`src/rtl/stall_acct_pkg.sv`:
```
package stall_acct_pkg;

    localparam int unsigned STALL_W        = 8;
    localparam int unsigned LOAD_PENALTY   = 2;
    localparam int unsigned BRANCH_PENALTY = 2;

    typedef enum logic [1:0] {
        GRP_MID  = 2'b00,
        GRP_TAIL = 2'b01,
        GRP_HEAD = 2'b10,
        GRP_SOLO = 2'b11
    } grp_pos_e;

    typedef struct packed {
        logic [STALL_W-1:0] ld;
        logic [STALL_W-1:0] br;
    } stall_pair_t;

    function automatic grp_pos_e grp_pos(input logic first, input logic last);
        return grp_pos_e'({first, last});
    endfunction

    function automatic logic [31:0] max_u32(input logic [31:0] a, input logic [31:0] b);
        return (a > b) ? a : b;
    endfunction

endpackage

```
`src/rtl/sa_hazard_tracker.sv`:
```
module sa_hazard_tracker
    import stall_acct_pkg::*;
#(
    parameter int unsigned REG_W   = 4,
    parameter int unsigned NUM_SRC = 2
) (
    input  logic                     clk,
    input  logic                     rst,
    input  logic                     ev_valid,
    input  logic                     ev_first,
    input  logic [NUM_SRC-1:0]       src_vld,
    input  logic [NUM_SRC*REG_W-1:0] src_reg,
    input  logic                     ld_vld,
    input  logic [REG_W-1:0]         ld_reg,
    output logic [STALL_W-1:0]       ld_stall
);
    localparam int unsigned NREGS = 1 << REG_W;

    logic [NREGS-1:0]   pend_q;
    logic [NREGS-1:0]   act_q;
    logic [NREGS-1:0]   pend_nx;
    logic [NUM_SRC-1:0] hit;

    genvar s;
    generate
        for (s = 0; s < NUM_SRC; s++) begin : g_src
            logic [REG_W-1:0] rn;
            assign rn     = src_reg[s*REG_W +: REG_W];
            assign hit[s] = src_vld[s] & act_q[rn];
        end
    endgenerate

    always_comb begin
        ld_stall = '0;
        for (int i = 0; i < NUM_SRC; i++) begin
            if (hit[i]) ld_stall = ld_stall + STALL_W'(LOAD_PENALTY);
        end
    end

    always_comb begin
        pend_nx = ev_first ? '0 : pend_q;
        if (ld_vld) pend_nx[ld_reg] = 1'b1;
    end

    always_ff @(posedge clk) begin
        if (rst) begin
            pend_q <= '0;
            act_q  <= '0;
        end else if (ev_valid) begin
            pend_q <= pend_nx;
            act_q  <= pend_nx;
        end
    end

endmodule

```
`src/rtl/sa_branch_tracker.sv`:
```
module sa_branch_tracker
    import stall_acct_pkg::*;
#(
    parameter int unsigned CNT_W = 32
) (
    input  logic               clk,
    input  logic               rst,
    input  logic               ev_valid,
    input  logic               br_vld,
    input  logic               br_taken,
    output logic [STALL_W-1:0] br_stall,
    output logic [CNT_W-1:0]   taken_cnt,
    output logic [CNT_W-1:0]   untaken_cnt
);
    assign br_stall = (br_vld && br_taken) ? STALL_W'(BRANCH_PENALTY) : '0;

    always_ff @(posedge clk) begin
        if (rst) begin
            taken_cnt   <= '0;
            untaken_cnt <= '0;
        end else if (ev_valid && br_vld) begin
            if (br_taken) taken_cnt   <= taken_cnt + 1'b1;
            else          untaken_cnt <= untaken_cnt + 1'b1;
        end
    end

endmodule

```
`src/rtl/sa_cycle_accum.sv`:
```
module sa_cycle_accum
    import stall_acct_pkg::*;
#(
    parameter int unsigned CNT_W  = 32,
    parameter int unsigned BASE_W = 8
) (
    input  logic              clk,
    input  logic              rst,
    input  logic              ev_valid,
    input  logic              ev_first,
    input  logic              ev_last,
    input  logic [BASE_W-1:0] base,
    input  stall_pair_t       stalls,
    output logic [CNT_W-1:0]  cur,
    output logic [CNT_W-1:0]  total,
    output logic [CNT_W-1:0]  ld_total,
    output logic [CNT_W-1:0]  br_total
);
    logic [CNT_W-1:0] cost;
    logic [CNT_W-1:0] grp_max_q;
    logic [CNT_W-1:0] charge;
    grp_pos_e         pos;

    assign cost = CNT_W'(base) + CNT_W'(stalls.br) + CNT_W'(stalls.ld);
    assign pos  = grp_pos(ev_first, ev_last);

    always_comb begin
        unique case (pos)
            GRP_SOLO: charge = cost;
            GRP_TAIL: charge = (cost > grp_max_q) ? cost : grp_max_q;
            default:  charge = '0;
        endcase
    end

    always_ff @(posedge clk) begin
        if (rst) begin
            cur       <= '0;
            total     <= '0;
            ld_total  <= '0;
            br_total  <= '0;
            grp_max_q <= '0;
        end else if (ev_valid) begin
            cur      <= cost;
            ld_total <= ld_total + CNT_W'(stalls.ld);
            br_total <= br_total + CNT_W'(stalls.br);
            if (ev_last) total     <= total + charge;
            else         grp_max_q <= cost;
        end
    end

endmodule

```
`src/rtl/stall_accounting.sv`:
```
module stall_accounting
    import stall_acct_pkg::*;
#(
    parameter int unsigned REG_W   = 4,
    parameter int unsigned NUM_SRC = 2,
    parameter int unsigned BASE_W  = 8,
    parameter int unsigned CNT_W   = 32
) (
    input  logic                     clk,
    input  logic                     rst,
    input  logic                     instr_valid,
    input  logic                     grp_first,
    input  logic                     grp_last,
    input  logic [NUM_SRC-1:0]       src_vld,
    input  logic [NUM_SRC*REG_W-1:0] src_reg,
    input  logic                     ld_vld,
    input  logic [REG_W-1:0]         ld_reg,
    input  logic                     br_vld,
    input  logic                     br_taken,
    input  logic [BASE_W-1:0]        base_cycles,
    output logic [CNT_W-1:0]         cur_cycles,
    output logic [CNT_W-1:0]         total_cycles,
    output logic [CNT_W-1:0]         ld_stall_total,
    output logic [CNT_W-1:0]         br_stall_total,
    output logic [CNT_W-1:0]         br_taken_count,
    output logic [CNT_W-1:0]         br_untaken_count
);
    stall_pair_t stalls;

    sa_hazard_tracker #(.REG_W(REG_W), .NUM_SRC(NUM_SRC)) u_haz (
        .clk      (clk),
        .rst      (rst),
        .ev_valid (instr_valid),
        .ev_first (grp_first),
        .src_vld  (src_vld),
        .src_reg  (src_reg),
        .ld_vld   (ld_vld),
        .ld_reg   (ld_reg),
        .ld_stall (stalls.ld)
    );

    sa_branch_tracker #(.CNT_W(CNT_W)) u_br (
        .clk         (clk),
        .rst         (rst),
        .ev_valid    (instr_valid),
        .br_vld      (br_vld),
        .br_taken    (br_taken),
        .br_stall    (stalls.br),
        .taken_cnt   (br_taken_count),
        .untaken_cnt (br_untaken_count)
    );

    sa_cycle_accum #(.CNT_W(CNT_W), .BASE_W(BASE_W)) u_acc (
        .clk      (clk),
        .rst      (rst),
        .ev_valid (instr_valid),
        .ev_first (grp_first),
        .ev_last  (grp_last),
        .base     (base_cycles),
        .stalls   (stalls),
        .cur      (cur_cycles),
        .total    (total_cycles),
        .ld_total (ld_stall_total),
        .br_total (br_stall_total)
    );

endmodule

```
`config.mk`:
```
export PLATFORM = sky130hd
export DESIGN_NAME = stall_accounting
export DESIGN_NICKNAME = d
export VERILOG_FILES = /design/src/rtl/stall_acct_pkg.sv /design/src/rtl/sa_hazard_tracker.sv /design/src/rtl/sa_branch_tracker.sv /design/src/rtl/sa_cycle_accum.sv /design/src/rtl/stall_accounting.sv
export SDC_FILE = /design/constraint.sdc
export NUM_CORES = 1
export LEC_CHECK = 0
export ABC_AREA = 1
export BUFFER_PORTS_ARGS = -buffer_cell sky130_fd_sc_hd__buf_4
export CAP_MARGIN = 10
export CORE_UTILIZATION = 60
export CTS_CLUSTER_SIZE = 10
export DETAILED_ROUTE_END_ITERATION = 6
export MAX_ROUTING_LAYER = met4
export PLACE_DENSITY = 0.86
export SETUP_SLACK_MARGIN = 0.02
export SLEW_MARGIN = 40
export SYNTH_ARGS = -nofsm -noshare
export SYNTH_HDL_FRONTEND = slang
export SYNTH_SLANG_ARGS = --single-unit
```
`constraint.sdc`:
```
create_clock -name clk -period 14.5 [get_ports clk]
set_input_delay 2.9 -clock clk [delete_from_list [all_inputs] [get_ports clk]]
set_output_delay 2.9 -clock clk [all_outputs]
set_load 0.01 [all_outputs]
```
; Word-level counts from Yosys, hierarchy flattened
; Cells that the tools add are included.
[totals]
memories = 0
elab_cells = 48
latchBits = 0
rom_bits = 0
ramBits = 0
out_inout_bits = 192
in_bits = 30
ff_bits = 240
[op_classes]
addsub = 8
n_eq_ne = 2
reduce_logical = 7
n_lt_le_gt_ge = 5
shift = 0
n_bitwise = 5
mul = 0
mux = 13
div_mod_pow = 0
[ops]
columns = op, count
row1 = $add A32 B1 Y32 const B, 2
row2 = $add A32 B8 Y32, 2
row3 = $pmux W32 S2, 1
row4 = $add A32 B2 Y32, 1
row5 = $add A32 B32 Y32, 1
row6 = $gt A32 B32 Y1, 1
row7 = $mux W16, 2
row8 = $mux W32, 1
row9 = $or A16 B16 Y16, 1
row10 = $lt A4 B5 Y1 const B, 3
row11 = $add A8 B2 Y9, 1
row12 = $bmux W1 S4, 2
row13 = $mux W8, 1
row14 = $reduce_and A2 Y1, 4
row15 = $demux W1 S4, 1
row16 = $ge A4 B1 Y1 const B, 1
row17 = $mux W2, 2
row18 = $add A2 B2 Y3 const B, 1
row19 = $logic_and A1 B1 Y1, 3
row20 = $mux W1, 3
row21 = $and A1 B1 Y1, 2
row22 = $eq A2 B1 Y1 const B, 1
row23 = $eq A2 B2 Y1 const B, 1
row24 = $not A1 Y1, 2

; Longest topological paths before layout
; Gate-level depths: netlist of the first run.
[depth]
ltp_word = 11
depth_mapped = 40
depth_no_buf = 40

; By module
; From an unflattened synthesis of the first run, not the netlist that was laid out.
[unflattened]
hier_cells = 1988
area_unflattened_um2 = 12736.0
[by_module_without_submodules]
columns = module, area_per_inst_um2, cells_per_inst, instances, seq_area_each_um2
row1 = sa_cycle_accum, 8066.5, 1245, 1, 2322.2
row2 = sa_branch_tracker, 3573.4, 561, 1, 1281.2
row3 = sa_hazard_tracker, 1096.1, 182, 1, 320.3

; Least setup slack after synthesis of the first run
; OpenSTA, ideal clock, no wires.
[synth_timing]
path_kind = input to register
startpoint = input port src_reg[0]
endpoint = register u_acc.total[16]
setup_ns = 0.114
arrival_time_ns = 7.384
n_path_buf = 1
required_time_ns = 14.386
slack_ns = 7.002
stages = 34
path_cell_list = clkbuf_1 o21ai_0 o21ai_0 o221ai_1 a21boi_0 ha_1 ha_1 ha_1 a21oi_1 nor2_1 nand2_1 o21ai_1 nand2_1 inv_1 ha_1 nand2_1 nor2_1 nand2_1 nand2_1 nand2_1 nand2_1 nand2_1 nand2_1 nand3_1 o21ai_0 ha_1 inv_1 fa_1 o21ai_1 nand4_1 nand2_1 nand3_1 o21bai_1 nor2_1
[synth_between]
elab_chain_len = 11
[synth_lines]
columns = element, line
row1 = from (decl), stall_accounting.sv:15  ; input logic [NUM_SRC*REG_W-1:0] src_reg,
row2 = $bmux W1 S4 (*), sa_hazard_tracker.sv:29  ; assign hit[s] = src_vld[s] & act_q[rn];
row3 = $mux W1 (not written as such) (*), sa_hazard_tracker.sv:29
row4 = $and A1 B1 Y1 (*), sa_hazard_tracker.sv:29
row5 = $mux W2 (*), sa_hazard_tracker.sv:36  ; if (hit[i]) ld_stall = ld_stall + STALL_W'(LOAD_PENALTY);
row6 = $add A2 B2 Y3, sa_hazard_tracker.sv:36
row7 = $mux W8 (*), sa_hazard_tracker.sv:36
row8 = $add A32 B8 Y32 (*), sa_cycle_accum.sv:24  ; assign cost = CNT_W'(base) + CNT_W'(stalls.br) + CNT_W'(stalls.ld);
row9 = net u_acc.cost[7], sa_cycle_accum.sv:19  ; logic [CNT_W-1:0] cost;
row10 = $gt A32 B32 Y1, sa_cycle_accum.sv:30  ; GRP_TAIL: charge = (cost > grp_max_q) ? cost : grp_max_q;
row11 = $mux W32, sa_cycle_accum.sv:30
row12 = $pmux W32 S2 (*), sa_cycle_accum.sv:28  ; unique case (pos)
row13 = $add A32 B32 Y32 (*), sa_cycle_accum.sv:46  ; if (ev_last) total <= total + charge;
row14 = to (signal assigned), sa_cycle_accum.sv:46
row15 = to (decl), sa_cycle_accum.sv:15  ; output logic [CNT_W-1:0] total,
; The timed path passes the listed nets; every way through them passes the cells marked *. The select of a mux whose other input is x is not followed.
; A chain may end at the register's enable or synchronous reset.

; Worst setup path after layout of the first run
; Ends and elaborated chain as after synthesis.

==> results of run 1 <==
==> power groups by stage <==
stage	sequential, mW	clock (mW)	combinational, mW
floorplan	0.559	0	0.0756
global placement	0.558	0	0.107
detailed placement	0.558	0	0.109
CTS	0.546	0.482	0.111
global route	0.547	0.504	0.126
finish	0.546	0.477	0.112
==> cell usage after synthesis (all sizes together) <==
cell type  number  share of area [%]
clkbuf         28               0.94
o21bai          9               0.61
nor4            7               0.39
nand3b          5               0.34
a221oi          1              0.078
buf            32                2.0
xor2           27                2.1
inv           228                7.7
clkinv          2              0.067
xnor2           9               0.71
a21oi         140                6.3
and3            7               0.39
o211ai          4               0.27
a21o            1              0.067
conb            1              0.034
a31oi           7               0.39
o221ai          2               0.16
a211oi          5               0.34
dfxtp         194                 35
o21a            7               0.47
nor2          247                9.0
fa              1               0.18
nor3b           4               0.31
nand4          35                2.0
nor3           68                3.5
o21ai         106                4.8
nand2         397                 14
or2             2               0.11
a21boi          3               0.20
nand3          99                4.7
ha             32                3.6
==> per-layer routing <==
| metal | track usage (%) | routed length [um] |
|---|---|---|
| met5 | - | 0 |
| met4 | 11.3 | 646 |
| met3 | 5.47 | 2020 |
| met2 | 53.2 | 14100 |
| met1 | 39.0 | 12900 |
==> cells by family (layout without fill, tap and decap cells) <==
family | Yosys count | after routing
flip-flops | 194 | 194
AO/OA/AOI/OAI | 285 | 285
buffers and inverters | 290 | 461
other | 1 | 25
XOR/XNOR | 36 | 36
adder cells (fa/ha/maj) | 33 | 33
AND/OR/NAND/NOR | 871 | 871
==> per-stage QoR <==
stage,std cells,hold WS [ps],instance area [um^2]
after global routing,2134,476,13300
final,2134,441,13300
after global placement,2102,432,12700
after CTS,2134,444,13300
after detailed placement,2102,432,12700
after floorplan,1734,445,11300
==> sequential cells by signal (all words and copies together) (netlist names) <==
signal	count
u_acc.cur	10
u_acc.total	32
u_acc.br_total	31
u_haz.pend_q	16
u_acc.grp_max_q	10
u_acc.ld_total	31
u_br.taken_cnt	32
u_br.untaken_cnt	32
==> final cells by class <==
| type | count | area, um^2 |
|---|---|---|
| multi-input combinational | 1250 | 6180 |
| fill | 1506 | 4780 |
| sequential | 194 | 3880 |
| timing repair buffer | 199 | 1490 |
| inverter | 230 | 863 |
| clock buffer | 19 | 453 |
| tap | 229 | 287 |
| clock inverter | 13 | 138 |
==> worst max path at each step <==
stage	start	depth (start not counted)	end	slack [ps]
global placement	src_reg[0]	35	u_acc.total[16]$_SDFFE_PP0P_	6530
global route	src_reg[0]	36	u_acc.total[16]$_SDFFE_PP0P_	5990
detailed placement	src_reg[0]	35	u_acc.total[16]$_SDFFE_PP0P_	6190
floorplan	src_reg[0]	34	u_acc.total[16]$_SDFFE_PP0P_	7000
finish	src_reg[0]	36	u_acc.total[16]$_SDFFE_PP0P_	6590
CTS	src_reg[0]	35	u_acc.total[16]$_SDFFE_PP0P_	6640
==> critical path: cells and delay by family <==
family	cells	cell delay, ps
simple gates	19	1980
fa+ha+maj	5	1420
compound gates	8	1400
buf+inv	3	300
xor+xnor	1	230
==> key figures, run 1 <==
Routing
  • Drt first-iter violations: ~750
  • Antenna-violating nets left: 0
  • Drt pass-1 iters: 7
  • DRC errors left: 21
  • Total wire length: ~30 mm
  • Routed len/inst: ~14 um
  • Via count: 11600
  • Vias per Instance: 5.44

Timing
  • Fmax: 126 MHz
  • RSZ-0062 raised after global routing: false
  • Final worst slack: 6590 ps
  • Worst slew pin tran: 757 ps
  • Post-route setup TNS: 0 ps
  • Final Hold Fails: 0
  • Final Slew Violations: 0
  • Min Tclk post-route: approximately 8000 ps
  • Rel. slew slack: 49.5%
  • Final Skew: ~14 ps
  • Endpoints failing setup: 0
  • Tcrit/Tclk final: a little over half

Yosys
  • Synth Cell Area: about 0.011 mm^2
  • Syn avg cell area: 6.53 um^2
  • Main combinational cell family by area after synthesis: simple AND/OR/NAND/NOR gates
  • Synth Area in Compound Gates: a little over an eighth
  • Synth Area in Adders: 3.77%
  • XOR/XNOR share of the synthesized area: ~2.8%
  • Yosys reg bits: approximately 190
  • Yosys warns: 0
  • Post-synthesis sequential area ratio: approximately a third
  • Mux contribution to synthesized area: 0%
  • Cell variety after synth: 47
  • Cells after Synth: approximately 1700
  • Post-Synth Simple-Gate Area: 34.3%

Worst setup path
  • CP peak stage delay: 410 ps
  • FF-to-FF Start: u_haz.pend_q[13]$_SDFFE_PP0P_
  • Reg2Reg Setup Slack: about 9000 ps
  • Element type at the critical path start: primary input
  • Worst reg2reg path endpoint: u_acc.total[16]$_SDFFE_PP0P_
  • CP max-delay cell: fa_1
  • R2r worst-path depth: 36
  • Critical path class: in -> reg
  • Critical Path End Type: flop
  • CP most frequent cell: nand2_1
  • Critical path required time: approximately 15000 ps
  • WP data arrival: between 8000 and 9000 ps
  • Crit path max fanout: 15

CTS
  • Clock slew at reported path FFs: approximately 70 ps
  • Clock buffer count from CTS: 17
  • Hold Buf Count CTS: 0
  • Clock root cell: clkbuf_16
  • CTS tree: done
  • CTS sink cnt: around 190
  • Resized Gates After CTS: 0
  • Later-pin clock latency in the skew report: between 400 and 500 ps
  • Post-CTS setup repair buffer count: 0
  • Clock buffer depth: 2
  • Htree depth: 4

Global route
  • GRT overflow: 0
  • Vias in the first global route: about 11000
  • Global-route wire length before repair: 49.2 mm
  • Largest net degree at the start of global routing: between 70 and 80
  • Global-route usage over all layers: 32.0%
  • Number of antenna violations at the first check in global routing: 0

Die
  • Initial Util: between 60% and 70%
  • I/O pin count: around 220
  • Total Die Area: 0.0192 mm^2
  • CORE AREA: 0.0181 mm^2
  • Rows: 49
  • Die height: about 140 um
  • Die Width: around 140 um

Pwr
  • Leakage: slightly below 6 nW
  • Flop pwr share: about half
  • Sw Ratio: 26.7%
  • Overall power: between 1 and 1.5 mW
  • Int Pwr: 0.831 mW
  • Clk pwr share: around two fifths
  • Combinational share of power: under 10%
  • Worst vdd ir: ~0.081 mV
  • Psw: around 0.3 mW
  • PD cells: 85.3 mW/mm^2

Run status
  • Failing checks: DRC
  • Status: finished with violations

Placed design
  • GPL Wtd Cong: roughly 0.95
  • Port bufs: 197
  • HPWL Detailed: approximately 22 mm
  • Dpl ws: 6190 ps

Min path
  • Hold Crit Start: u_acc.cur[9]$_SDFFE_PP0P_
  • Hold Crit Endpoint: u_acc.cur[9]$_SDFFE_PP0P_
  • Worst hold path type: reg -> reg
  • Hold depth: 2

Final layout
  • Fin util: 73.5%
  • Synthesis-to-layout area growth: 19.2%
  • Antenna diodes: 0
  • Final #Nets: 1955
  • Commonest non-fill, non-tap cells in the layout: 390 x nand2_1, 230 x nor2_1, 218 x inv_1
  • Most common cell after layout, fill and taps aside: nand2_1
  • Layout cells sized above 1: between 10 and 15%

Flow run
  • MaxCap Viol Count: 0
Note: power is estimated with default switching activity, not from simulation.
==> run 2: changes to the inputs <==
--- a/config.mk
+++ b/config.mk
@@ -8,11 +8,11 @@
 export ABC_AREA = 1
 export BUFFER_PORTS_ARGS = -buffer_cell sky130_fd_sc_hd__buf_4
 export CAP_MARGIN = 10
-export CORE_UTILIZATION = 60
+export CORE_UTILIZATION = 51
 export CTS_CLUSTER_SIZE = 10
 export DETAILED_ROUTE_END_ITERATION = 6
 export MAX_ROUTING_LAYER = met4
-export PLACE_DENSITY = 0.86
+export PLACE_DENSITY = 0.78
 export SETUP_SLACK_MARGIN = 0.02
 export SLEW_MARGIN = 40
 export SYNTH_ARGS = -nofsm -noshare
==> constraint.sdc (replaced) <==
create_clock -name clk -period 7 [get_ports clk]
set_input_delay 1.4 -clock clk [delete_from_list [all_inputs] [get_ports clk]]
set_output_delay 1.4 -clock clk [all_outputs]
set_load 0.01 [all_outputs]
==> key figures, run 2 (synthesized netlist as in run 1, its figures left out) <==
Worst setup path
  • Critical path class: in -> reg
  • Critical Path End Type: flop
  • Crit path max fanout: 15 (unchanged)
  • CP max-delay cell: fa_1
  • CP most frequent cell: nand2_1
  • Element type at the critical path start: primary input
  • WP data arrival: 6550 ps (-1690 ps)
  • CP peak stage delay: 400 ps (about the same)
  • WP buf/inv: 3 (unchanged)
  • Cell family with most CP delay: adder cells
  • Critical path required time: 7320 ps (-7510 ps)

Final layout
  • Antenna diodes: 0 (unchanged)
  • Fill cells: 1984 (+32%)
  • Most common cell after layout, fill and taps aside: nand2_1
  • Final #Nets: 1955 (unchanged)
  • Largest regs: u_acc.total: 32 flops, u_br.taken_cnt: 32 flops, u_br.untaken_cnt: 32 flops
  • Synthesis-to-layout area growth: 19.6%
  • Layout cells sized above 1: 14.6% (+0.052 points)
  • Commonest non-fill, non-tap cells in the layout: 389 x nand2_1, 230 x nor2_1, 218 x inv_1

Pwr
  • Int Pwr: 1.70 mW (+100%)
  • PD cells: 174 mW/mm^2 (+100%)
  • Overall power: 2.32 mW (+100%)
  • Leakage: 5.78 nW (-0.24%)
  • Combinational share of power: 9.8% (about the same)
  • Flop pwr share: 48.8% (+0.7 points)
  • Sw Ratio: 26.6% (-0.14 points)
  • Clk pwr share: 41.4% (-0.6 points)
  • Psw: 0.616 mW (+100%)
  • Worst vdd ir: 0.163 mV (+100%)

Min path
  • Worst hold path type: reg -> reg

Timing
  • Final Slew Violations: 0 (unchanged)
  • Rel. slew slack: 51.2% (+1.7 points)
  • Endpoints failing setup: 0 (unchanged)
  • RSZ-0062 raised after global routing: false
  • Final Hold Fails: 0 (unchanged)
  • Worst slew pin tran: 731 ps (-25.7 ps)
  • Min Tclk post-route: approximately 6200 ps
  • Post-route setup TNS: 0 ps (unchanged)
  • Fmax: ~160 MHz
  • Tcrit/Tclk final: around nine tenths
  • Final worst slack: 772 ps (-5820 ps)
  • Final Skew: 11.6 ps (-2.52 ps)

CTS
  • Post-CTS setup repair buffer count: 0 (unchanged)
  • Hold Buf Count CTS: 0 (unchanged)
  • Later-pin clock latency in the skew report: 430 ps (about the same)
  • Clock buffer count from CTS: 17 (unchanged)
  • Clock root cell: clkbuf_16
  • Htree depth: 4 (unchanged)
  • Clock slew at reported path FFs: 70 ps (about the same)
  • CTS sink cnt: 194 (unchanged)
  • CTS tree: done
  • Clock buffer depth: 2 (unchanged)

Global route
  • Largest net degree at the start of global routing: 74 (+1.4%)
  • Number of antenna violations at the first check in global routing: 0 (unchanged)
  • Global-route usage over all layers: 26.9% (-5.1 points)
  • Vias in the first global route: 10400 (-2.5%)
  • Global-route wire length before repair: 47.9 mm (-2.7%)
  • GRT overflow: 0 (unchanged)

Die
  • Initial Util: 52.6% (-9.1 points)
  • I/O pin count: 222 (unchanged)
  • CORE AREA: 0.0212 mm^2 (+17%)
  • Total Die Area: 0.0225 mm^2 (+17%)
  • Die Width: 150 um (+8.3%)
  • Rows: 53 (+8.2%)
  • Die height: 150 um (+8.3%)

Routing
  • Routed len/inst: 13.4 um (-3.6%)
  • Via count: 11400 (-1.6%)
  • Vias per Instance: 5.24 (-3.7%)
  • Antenna-violating nets left: 0 (unchanged)
  • Drt first-iter violations: 522 (-30%)
  • Total wire length: 29.3 mm (-1.6%)
  • DRC errors left: 0 (-100%)
  • Drt pass-1 iters: 5 (-2)

Placed design
  • HPWL Detailed: 22.0 mm (about the same)
  • GPL Wtd Cong: 0.969 (+1.9%)
  • Port bufs: 197 (unchanged)
  • Dpl ws: 204 ps (-5990 ps)

Run status
  • Status: finished clean

Flow run
  • MaxCap Viol Count: 0 (unchanged)
[run 2: cell types whose count changed in the layout (fill, tap and decap cells not counted), moves of 2 or more]
cell / change
clkbuf_8: -2
clkinvlp_4: +2
a21boi_0: -2
inv_6: -3
inv_8: +2
[run 2: power by group through the flow]
stage                     Combinational (mW)  Clock [mW]  Sequential (mW)
final                                  0.228       0.960             1.13
after floorplan                        0.157           0             1.16
after global routing                   0.261        1.03             1.13
after global placement                 0.223           0             1.16
after detailed placement               0.226           0             1.16
after CTS                              0.227       0.989             1.13
[run 2: metal layers]
layer	global-route usage (%)	up-vias	part of all wire (%)
li1	-	5854	-
met1	33.2	5161	45
met2	44.2	353	46
met3	4.70	52	6.7
met4	9.29	0	2.4
met5	-	-	0
[run 2: per-stage QoR]
stage	hold slack [ps]	util (%)	cells	area [um^2]
3_3_place_gp	432	60.2	2148	12800
3_5_place_dp	433	60.2	2148	12800
2_1_floorplan	445	-	1734	11300
4_1_cts	449	62.9	2180	13300
6_report	449	62.9	2180	13300
5_1_grt	462	62.9	2180	13300
[run 2: timing repair]
action | CTS | global route
endpoints found under the hold margin | 0 | 0
resized for setup | 0 | 4
setup endpoints to repair | 0 | 16
[run 2: path summary, 6_finish.rpt]
kind,start,slack [ps],endpoint,cells past startpoint
worst max-delay path,src_reg[4],770,u_acc.total[20]$_SDFFE_PP0P_,35
worst min-delay path,u_acc.cur[9]$_SDFFE_PP0P_,450,u_acc.cur[9]$_SDFFE_PP0P_,2
worst max register to register,u_haz.pend_q[9]$_SDFFE_PP0P_,1520,u_acc.total[20]$_SDFFE_PP0P_,35
worst min register to register,u_acc.cur[9]$_SDFFE_PP0P_,450,u_acc.cur[9]$_SDFFE_PP0P_,2
[run 2: layout make-up]
type / count / area (um^2) / area share, %
inverters: 230 / 863 / 6.47
flip-flops and latches: 194 / 3880 / 29.1
repair buffers: 199 / 1490 / 11.2
clock inverters: 14 / 145 / 1.09
clock buffers: 18 / 429 / 3.21
multi-input cells: 1250 / 6190 / 46.4
well taps: 275 / 344 / 2.58
[run 2: worst register-to-register path, delay by kind of cell (launching register included)]
family          cells  cell delay, ps
buf+inv             3             210
flops               1             340
simple gates       16            1640
compound gates     10            1520
fa+ha+maj           6            1670
==> run 3: changes to the inputs <==
--- a/config.mk
+++ b/config.mk
@@ -5,14 +5,14 @@
 export SDC_FILE = /design/constraint.sdc
 export NUM_CORES = 1
 export LEC_CHECK = 0
-export ABC_AREA = 1
+export ABC_AREA = 0
 export BUFFER_PORTS_ARGS = -buffer_cell sky130_fd_sc_hd__buf_4
 export CAP_MARGIN = 10
-export CORE_UTILIZATION = 51
+export CORE_UTILIZATION = 50
 export CTS_CLUSTER_SIZE = 10
 export DETAILED_ROUTE_END_ITERATION = 6
 export MAX_ROUTING_LAYER = met4
-export PLACE_DENSITY = 0.78
+export PLACE_DENSITY = 0.75
 export SETUP_SLACK_MARGIN = 0.02
 export SLEW_MARGIN = 40
 export SYNTH_ARGS = -nofsm -noshare
==> constraint.sdc (replaced) <==
create_clock -name clk -period 6.9 [get_ports clk]
set_input_delay 1.38 -clock clk [delete_from_list [all_inputs] [get_ports clk]]
set_output_delay 1.38 -clock clk [all_outputs]
set_load 0.01 [all_outputs]
==> key figures, run 3 <==
Timing
  • RSZ-0062 raised after global routing: true
  • Final Skew: 12.6 ps (+0.997 ps)
  • Final worst slack: -57.9 ps (-830 ps)
  • Worst slew pin tran: 827 ps (+95.4 ps)
  • Endpoints failing setup: 7 (+7)
  • Fmax: roughly 140 MHz
  • Tcrit/Tclk final: 101%
  • Final Hold Fails: 0 (unchanged)
  • Min Tclk post-route: between 6000 and 7000 ps
  • Final Slew Violations: 0 (unchanged)
  • Rel. slew slack: 44.5% (-6.8 points)

Yosys
  • Asr flop ratio synth: 0% (unchanged)
  • Post-Synth Simple-Gate Area: 25.1% (-9.2 points)
  • Dominant cell by count in the synthesized netlist: dfxtp_1
  • Leading area contributor after synthesis: dfxtp_1
  • Main combinational cell family by area after synthesis: simple AND/OR/NAND/NOR gates
  • Post-synthesis sequential area ratio: 39.2% (+4.4 points)
  • Synth Area in Compound Gates: 10.8% (-2.8 points)
  • Top_reg_cell synth: dfxtp_1
  • Commonest cells post-synth: 194 x dfxtp_1, 181 x nor2_1, 89 x nand2_1, 83 x xor2_1, 53 x a21oi_1
  • Yosys reg bits: 194 (unchanged)
  • Synth Area in Adders: 4.24% (+0.48 points)
  • Share of the synthesized area in the top cell type: 39.2% (+4.4 points)
  • XOR/XNOR share of the synthesized area: 11.3% (+8.5 points)
  • Ranking of synthesized cells by area: dfxtp_1 39%, xor2_1 7.3%, nor2_1 6.9%
  • Synth Cell Area: 0.00991 mm^2 (-11%)
  • EDFF count, synth: 0 (unchanged)
  • Cells after Synth: 1146 (-33%)
  • Cell variety after synth: 67 (+43%)
  • Yosys warns: 0 (unchanged)
  • Syn avg cell area: 8.64 um^2 (+32%)
  • Mux contribution to synthesized area: 4.11% (+4.1 points)

Placed design
  • GPL Wtd Cong: 0.898 (-7.3%)
  • Cell Area, Placed: 0.0119 mm^2 (-6.9%)
  • Port bufs: 197 (unchanged)
  • Dpl ws: -486 ps (-690 ps)
  • HPWL Detailed: 17.5 mm (-20%)

Worst setup path
  • Critical path class: in -> reg
  • CP peak stage delay: 490 ps (+90 ps)
  • Worst reg2reg path endpoint: u_acc.total[30]$_SDFFE_PP0P_
  • WP data arrival: 7270 ps (+720 ps)
  • FF-to-FF Start: u_haz.pend_q[15]$_SDFFE_PP0P_
  • R2r worst-path depth: 31 (-11%)
  • Crit path max fanout: 7 (-8)
  • Element type at the critical path start: primary input
  • CP max-delay cell: mux4_2
  • Critical path required time: 7220 ps (-100 ps)
  • Reg2Reg Setup Slack: 670 ps (-850 ps)
  • Critical Path End Type: flop

CTS
  • Clock root cell: clkbuf_16
  • Clock buffer depth: 2 (unchanged)
  • Later-pin clock latency in the skew report: 440 ps (about the same)
  • Htree depth: 4 (unchanged)
  • Clock slew at reported path FFs: 70 ps (about the same)
  • Clock buffer count from CTS: 17 (unchanged)
  • CTS sink cnt: 194 (unchanged)
  • CTS tree: done

Routing
  • Antenna-violating nets left: 0 (unchanged)
  • Via count: 8987 (-21%)
  • Drt pass-1 iters: 5 (unchanged)
  • DRC errors left: 0 (unchanged)
  • Drt first-iter violations: 467 (-11%)
  • Routed len/inst: 15.3 um (+14%)
  • Vias per Instance: 5.42 (+3.5%)
  • Total wire length: 25.4 mm (-13%)

Final layout
  • Antenna diodes: 0 (unchanged)
  • Synthesis-to-layout area growth: 30.4%
  • Most common cell after layout, fill and taps aside: buf_4
  • Commonest non-fill, non-tap cells in the layout: 247 x buf_4, 194 x dfxtp_1, 181 x nor2_1
  • Final #Nets: 1443 (-26%)
  • Fin area: 0.0129 mm^2 (-3.2%)
  • Largest regs: u_acc.total: 32 flops, u_br.taken_cnt: 32 flops, u_br.untaken_cnt: 32 flops
  • Layout cells sized above 1: 26.5% (+12 points)

Die
  • Die Width: 143 um (-4.8%)
  • Initial Util: 50.9% (-1.7 points)
  • Rows: 51 (-3.8%)
  • Total Die Area: 0.0204 mm^2 (-9.4%)
  • Die height: 143 um (-4.8%)
  • I/O pin count: 222 (unchanged)
  • CORE AREA: 0.0195 mm^2 (-8.3%)

Run status
  • Failing checks: setup timing
  • Status: finished with violations

Min path
  • Hold depth: 2 (unchanged)
  • Hold Crit Endpoint: u_acc.grp_max_q[8]$_SDFFE_PP0P_
  • Hold Crit Start: u_acc.grp_max_q[8]$_SDFFE_PP0P_
  • Worst hold path type: reg -> reg

Global route
  • Global-route usage over all layers: 24.7% (-2.2 points)
  • GRT overflow: 0 (unchanged)
  • Vias in the first global route: 8320 (-20%)
  • Largest net degree at the start of global routing: 141 (+91%)
  • Global-route wire length before repair: 39.8 mm (-17%)
  • Number of antenna violations at the first check in global routing: 0 (unchanged)

Pwr
  • Overall power: 2.32 mW (+0.16%)
  • Leakage: 5.27 nW (-8.8%)
  • PD cells: 180 mW/mm^2 (+3.5%)
  • Worst vdd ir: 0.175 mV (+7.4%)

Flow run
  • MaxCap Viol Count: 0 (unchanged)
-- run 3: worst max path at each step --
stage | from | endpoint | cells after the start
2_1_floorplan | src_reg[4] | u_acc.total[31]$_SDFFE_PP0P_ | 27
3_3_place_gp | src_reg[4] | u_acc.total[18]$_SDFFE_PP0P_ | 30
3_5_place_dp | src_reg[0] | u_acc.total[18]$_SDFFE_PP0P_ | 30
4_1_cts | src_reg[0] | u_acc.total[31]$_SDFFE_PP0P_ | 28
5_1_grt | src_reg[0] | u_acc.total[30]$_SDFFE_PP0P_ | 32
6_report | src_reg[4] | u_acc.total[30]$_SDFFE_PP0P_ | 32
-- run 3: metrics by stage --
step / setup TNS (ps) / std cells / util (%) / hold slack [ps]
6_report: -220 / 1657 / 66.4 / 459
5_1_grt: -5030 / 1657 / 66.4 / 496
4_1_cts: 0 / 1639 / 64.3 / 457
3_5_place_dp: -9640 / 1608 / 61.1 / 446
3_3_place_gp: -6510 / 1608 / 61.1 / 444
2_1_floorplan: -246 / 1170 / - / 436
-- run 3: cell type report --
| cell class | count | area, um^2 |
|---|---|---|
| clock buffer | 18 | 429 |
| clock inverter | 13 | 143 |
| fill | 1614 | 6550 |
| inverter | 35 | 131 |
| multi-input combinational | 872 | 5970 |
| sequential | 194 | 3880 |
| tap | 265 | 332 |
| timing repair buffer | 260 | 2030 |
-- run 3: critical path, delay by kind of cell --
kind,cells,cell delay (ps)
muxes,3,1040
adders and majority gates,6,1410
buffers and inverters,6,670
xor gates and xnor gates,2,380
AOI/OAI and AO/OA,9,1730
and+or+nand+nor,6,660
-- run 3: timing repair --
item                                    CTS  global route
cloned                                    0             0
endpoints found under the setup margin    9            26
pin swaps                                 3            23
gates resized for setup                   6            54
hold buffers                              0             0
setup buffers                             0            18
-- run 3: layer usage --
metal	share of wire, %	up-vias	GRT usage (%)
met5	0	-	-
met4	2.0	0	6.96
met3	6.2	44	5.90
met2	49	257	42.1
met1	42	4267	28.9
li1	-	4419	-
-- run 3: cell families after synthesis --
logic type / Yosys count
other cells: 1
mux: 28
simple gates: 494
fa+ha+maj: 33
xor+xnor: 128
buf+inv: 104
compound gates: 164
flops: 194
-- run 3: power breakdown --
group	total (mW)	switching, mW	internal (mW)
registers	1.14	0.00898	1.13
clock network	0.977	0.466	0.511
logic	0.207	0.118	0.0896
